**src/rtl/pwr_wake_seq.sv**
```systemverilog
module pwr_wake_seq #(
  parameter int N_IRQ   = 4,
  parameter int FILT    = 2,
  parameter int LOG_RST = 16,
  parameter int LOG_S0  = 8,
  parameter int LOG_S1  = 11,
  parameter int LOG_S2  = 13,
  parameter int LOG_S3  = 16
) (
  input  logic             clk,
  input  logic             rst_n,
  input  logic             idle_req,
  input  logic             stop_req,
  input  logic             rst_req,
  input  logic [N_IRQ-1:0] irq_in,
  input  logic [N_IRQ-1:0] irq_en,
  input  logic [1:0]       wait_sel,
  output logic             core_clk_en,
  output logic             osc_en,
  output logic             wait_busy,
  output logic [1:0]       wake_cause
);

  localparam int LOG_A  = (LOG_S0 > LOG_S1) ? LOG_S0 : LOG_S1;
  localparam int LOG_B  = (LOG_S2 > LOG_S3) ? LOG_S2 : LOG_S3;
  localparam int LOG_C  = (LOG_A > LOG_B) ? LOG_A : LOG_B;
  localparam int CW     = (LOG_C > LOG_RST) ? LOG_C : LOG_RST;
  localparam int FW     = (FILT > 1) ? $clog2(FILT) : 1;

  localparam logic [1:0] C_NONE = 2'b00;
  localparam logic [1:0] C_RST  = 2'b01;
  localparam logic [1:0] C_IRQ  = 2'b10;

  typedef enum logic [1:0] {S_NORM, S_IDLE, S_STOP, S_WAIT} st_t;

  st_t             st;
  logic [CW-1:0]   cnt;
  logic [1:0]      cause;
  logic [N_IRQ-1:0] hit_v;
  logic            irq_hit;
  logic [CW-1:0]   rst_len;
  logic [CW-1:0]   irq_len;

  for (genvar i = 0; i < N_IRQ; i++) begin : g_filt
    logic [FW-1:0] fc;
    logic          lvl;
    assign lvl = irq_in[i] & irq_en[i];
    always_ff @(posedge clk or negedge rst_n) begin
      if (!rst_n)                    fc <= '0;
      else if (!lvl)                 fc <= '0;
      else if (fc != FW'(FILT - 1))  fc <= fc + 1'b1;
    end
    assign hit_v[i] = lvl & (fc == FW'(FILT - 1));
  end

  assign irq_hit = |hit_v;
  assign rst_len = {CW{1'b1}} >> (CW - LOG_RST);

  always_comb begin
    case (wait_sel)
      2'd0:    irq_len = {CW{1'b1}} >> (CW - LOG_S0);
      2'd1:    irq_len = {CW{1'b1}} >> (CW - LOG_S1);
      2'd2:    irq_len = {CW{1'b1}} >> (CW - LOG_S2);
      default: irq_len = {CW{1'b1}} >> (CW - LOG_S3);
    endcase
  end

  always_ff @(posedge clk or negedge rst_n) begin
    if (!rst_n) begin
      st    <= S_NORM;
      cnt   <= '0;
      cause <= C_NONE;
    end else begin
      case (st)
        S_NORM: begin
          if (!rst_req) begin
            if (stop_req) begin
              st    <= S_STOP;
              cause <= C_NONE;
            end else if (idle_req) begin
              st    <= S_IDLE;
              cause <= C_NONE;
            end
          end
        end
        S_IDLE: begin
          if (rst_req) begin
            st    <= S_NORM;
            cause <= C_RST;
          end else if (irq_hit) begin
            st    <= S_NORM;
            cause <= C_IRQ;
          end
        end
        S_STOP: begin
          if (rst_req) begin
            st    <= S_WAIT;
            cnt   <= rst_len;
            cause <= C_RST;
          end else if (irq_hit) begin
            st    <= S_WAIT;
            cnt   <= irq_len;
            cause <= C_IRQ;
          end
        end
        default: begin
          if (rst_req) begin
            cnt   <= rst_len;
            cause <= C_RST;
          end else if (cnt == '0) begin
            st <= S_NORM;
          end else begin
            cnt <= cnt - 1'b1;
          end
        end
      endcase
    end
  end

  assign core_clk_en = (st == S_NORM);
  assign osc_en      = (st != S_STOP);
  assign wait_busy   = (st == S_WAIT);
  assign wake_cause  = cause;

endmodule

```
**config.mk**
```make
export PLATFORM = sky130hd
export DESIGN_NAME = pwr_wake_seq
export DESIGN_NICKNAME = d
export VERILOG_FILES = /design/src/rtl/pwr_wake_seq.sv
export SDC_FILE = /design/constraint.sdc
export NUM_CORES = 1
export LEC_CHECK = 0
export BUFFER_PORTS_ARGS = -buffer_cell sky130_fd_sc_hd__buf_2
export CAP_MARGIN = 15
export CELL_PAD_IN_SITES_DETAIL_PLACEMENT = 0
export CELL_PAD_IN_SITES_GLOBAL_PLACEMENT = 1
export CORE_MARGIN = 1
export CORE_UTILIZATION = 35
export DETAILED_ROUTE_END_ITERATION = 8
export HOLD_SLACK_MARGIN = 0.1
export PLACE_DENSITY_LB_ADDON = 0.1
export RECOVER_POWER = 50
export SYNTH_ARGS = -nofsm -noshare
export SYNTH_HDL_FRONTEND = slang
export SYNTH_SLANG_ARGS = --single-unit
export TNS_END_PERCENT = 50
```
**constraint.sdc**
```tcl
create_clock -name clk -period 2.3 [get_ports clk]
set_input_delay 0.115 -clock clk [delete_from_list [all_inputs] [get_ports clk]]
set_output_delay 0.115 -clock clk [all_outputs]
set_load 0.01 [all_outputs]
```
==> results.sh <==
export IMPL_critPathRequiredTime_ns=2.43
export IMPL_via_count=1419
export IMPL_swShare_pct=41.1
export IMPL_dieArea_mm2=0.00452
export IMPL_antenna_cells=0
export IMPL_ys_types=42
export IMPL_r2r_end="cnt[4]$_DFFE_PN0P_"
export IMPL_die_w_um=67.2
export IMPL_max_freq_mhz=498
export IMPL_grt_pass1_vias=1388
export IMPL_final_hold_viol_count=0
export IMPL_drt_iter0_drc=116
export IMPL_cp_cell_sequence="inv_1 > ha_1 > or2_2 > nor3_1 > nor2b_2 > a41oi_1"
export IMPL_power_switching_mw=0.816
export IMPL_die_y_um=67.2
export IMPL_cp_max_fo=8
export IMPL_power_density_mw_per_mm2=1070
export IMPL_synthArstFlopShare_pct=100
export IMPL_p_leak_nw=0.760
export IMPL_totalWireLength_um=3790
export IMPL_route_detailed_drc=0
export IMPL_fin_skew_ns=0.00257
export IMPL_area_growth_pct=24.3
export IMPL_path_clk_slew_ns=0.09
export IMPL_crit_family="simple AND/OR/NAND/NOR gates"
export IMPL_coreArea_mm2=0.00403
export IMPL_worstSetupPathType="flip-flop to flip-flop"
export IMPL_hpwl_um=2760
export IMPL_insertion_delay_ns=0.26
export IMPL_cts_buffers=3
export IMPL_crit_path_end_kind="flip-flop"
export IMPL_peakVddDrop_v=0.000437
export IMPL_startpoint="st[0]$_DFFE_PN0P_"
export IMPL_tritoncts="done"
export IMPL_setup_viol=0
export IMPL_overflow=0
export IMPL_num_rows=23
export IMPL_p_clk_share_pct=18.8
export IMPL_min_delay_start="stop_req"
export IMPL_max_stage_delay_ns=0.41
export IMPL_finalWeightedCongestion=0.792
export IMPL_max_cap_violations=0
export IMPL_holdWs_ns=0.206
export IMPL_status="finished clean"
export IMPL_start_kind="flip-flop"
export IMPL_rsz0062_at_grt="false"
export IMPL_synthTopCellsByArea="dfrtp_1, ha_1, o21ai_0"
export IMPL_min_path_type="input pin to flip-flop"
export IMPL_ant_nets=0
export IMPL_total_power_mw=1.99
export IMPL_grt_pass1_wl_um=6610
export IMPL_viasPerCell=5.65
export IMPL_avgSynthCellArea_um2=9.02
export IMPL_ff2ff_setup_slack_ns=0.29
export IMPL_place_ws_ns=0.190
export IMPL_htreeDepth=1
export IMPL_cp_depth=6
export IMPL_synth_nets=186
export IMPL_yosysSeqAreaShare_pct=40.4
export IMPL_slew_headroom_pct=8.46
export IMPL_yosysWarnings=0
export IMPL_yosys_register_bits=24
export IMPL_fin_util_pct=45.9
export IMPL_p_comb_share_pct=46.3
export IMPL_clock_path_buffers=2
export IMPL_grt_max_degree=25
export IMPL_fin_crit_sh_pct=87.4
export IMPL_slowest_stage="dfrtp_1"
export IMPL_wl_per_cell_um=15.1
export IMPL_synth_cells=165
export IMPL_seqPwrFrac_pct=34.9
export IMPL_drive_gt1_share_pct=19.9
export IMPL_slew_violations=0
export IMPL_synthFlopType="dfrtp_1"
export IMPL_r2r_start="st[0]$_DFFE_PN0P_"
export IMPL_fin_crit_ns=2.01
export IMPL_syn_area_mm2=0.00149
export IMPL_port_buffers=19
export IMPL_gr_usage_all_layers_pct=19.4
export IMPL_max_slew_worst_pin_slew_ns=1.37
export IMPL_clock_sinks=24
export IMPL_p_int_mw=1.17
export IMPL_synth_edff_count=0
export IMPL_final_setup_tns_ns=0
export IMPL_antenna_found_initial=0
export IMPL_start_util_pct=36.9
export IMPL_ctsRootBufferMaster="clkbuf_8"
export IMPL_timing_critical_path_to="cnt[4]$_DFFE_PN0P_"
export IMPL_cp_arrival_ns=2.14
export IMPL_cts_setup_buffers=0
export IMPL_setup_ws_ns=0.290
export IMPL_cp_num_buf_inv=1
export IMPL_finalNetCount=223
export IMPL_reg2reg_depth=6
export IMPL_first_pass_iters=4
export IMPL_synth_top_cell_area_share_pct=40.4
export IMPL_io_pins=20
export IMPL_synth_top_area_cell="dfrtp_1"
## cells in the mapped netlist (2+ instances only)
| cell | instances |
|---|---|
| nor2_1 | 12 |
| clkbuf_1 | 4 |
| a41oi_1 | 2 |
| dfrtp_1 | 24 |
| nor3_1 | 11 |
| o21a_1 | 2 |
| inv_1 | 9 |
| o21ai_0 | 15 |
| or3_1 | 4 |
| a31o_2 | 3 |
| o22ai_1 | 2 |
| a22o_1 | 3 |
| o32a_1 | 2 |
| mux2i_1 | 5 |
| a31oi_1 | 7 |
| nand2_1 | 6 |
| ha_1 | 6 |
| nand3_1 | 4 |
| a21oi_1 | 13 |
| and2_1 | 4 |
| nand2b_1 | 2 |
| nor4_1 | 5 |
## power groups by stage
stage,Combinational [mW],Sequential [mW],Clock [mW]
floorplan,0.650,0.673,0
global placement,0.887,0.695,0
detailed placement,0.907,0.703,0
CTS,0.927,0.693,0.389
global route,1.06,0.719,0.398
finish,0.920,0.692,0.373
## repair_timing
item	in CTS	in global routing
setup endpoints to repair	0	2
gates resized for setup	0	1
hold buffers	9	0
endpoints found under the hold margin	28	0
## kinds of logic (layout without fill, tap and decap cells)
logic type / after synthesis / in the layout / share of synthesized area [%]
AOI/OAI and AO/OA: 53 / 53 / 22.5
adders and majority gates: 6 / 6 / 5.05
and+or+nand+nor: 61 / 61 / 23.6
buffers and inverters: 15 / 51 / 4.37
DFF: 24 / 24 / 40.4
muxes: 6 / 6 / 4.12
## flip-flops by register name (all words and copies together) (netlist names)
| signal | cells |
|---|---|
| g_filt.fc | 4 |
| cnt | 16 |
| wake_cause | 2 |
| st | 2 |
## how the worst min path moves through the flow
stage	to	slack, ns	depth (start not counted)
2_1_floorplan	cnt[0]$_DFFE_PN0P_	-0.18	0
3_3_place_gp	st[1]$_DFFE_PN0P_	0.14	1
3_5_place_dp	st[0]$_DFFE_PN0P_	0.15	1
4_1_cts	st[1]$_DFFE_PN0P_	0.20	3
5_1_grt	st[1]$_DFFE_PN0P_	0.23	3
6_report	st[1]$_DFFE_PN0P_	0.21	3
## worst min-delay path, delay by kind of cell
family                 cells  cell delay [ns]
buffers and inverters      1             0.10
AO/OA/AOI/OAI              1             0.06
multiplexers               1             0.14
## stage by stage
step | std cells | instance area, um^2
3_3_place_gp | 238 | 1690
3_5_place_dp | 238 | 1690
5_1_grt | 251 | 1850
2_1_floorplan | 165 | 1490
6_report | 251 | 1850
4_1_cts | 251 | 1850
## metal layers
layer / wire length, um / track usage [%] / up-vias
li1: - / - / 689
met1: 1860 / 25.9 / 688
met2: 1740 / 32.3 / 38
met3: 137 / 3.89 / 4
met4: 42 / 3.99 / 0
met5: 0 / 0 / -
## area by class of cell
cell class                      count  area (um^2)
Tap cell                           50         62.6
Clock inverter                      1         30.0
Sequential cell                    24          601
Inverter                            9         33.8
Multi-Input combinational cell    126          825
Fill cell                         405         2180
Timing Repair Buffer               38          256
Clock buffer                        3         41.3
## cells in the final DEF, fill, tap and decap left out, types with 6 or more instances in the layout
cell,count
dfrtp_1,24
buf_2,16
o21ai_0,15
a21oi_1,13
nor2_1,12
nor3_1,11
buf_4,10
inv_1,9
dlygate4sd3_1,9
a31oi_1,7
nand2_1,6
ha_1,6
No activity file was read; power rests on OpenSTA's default activity.
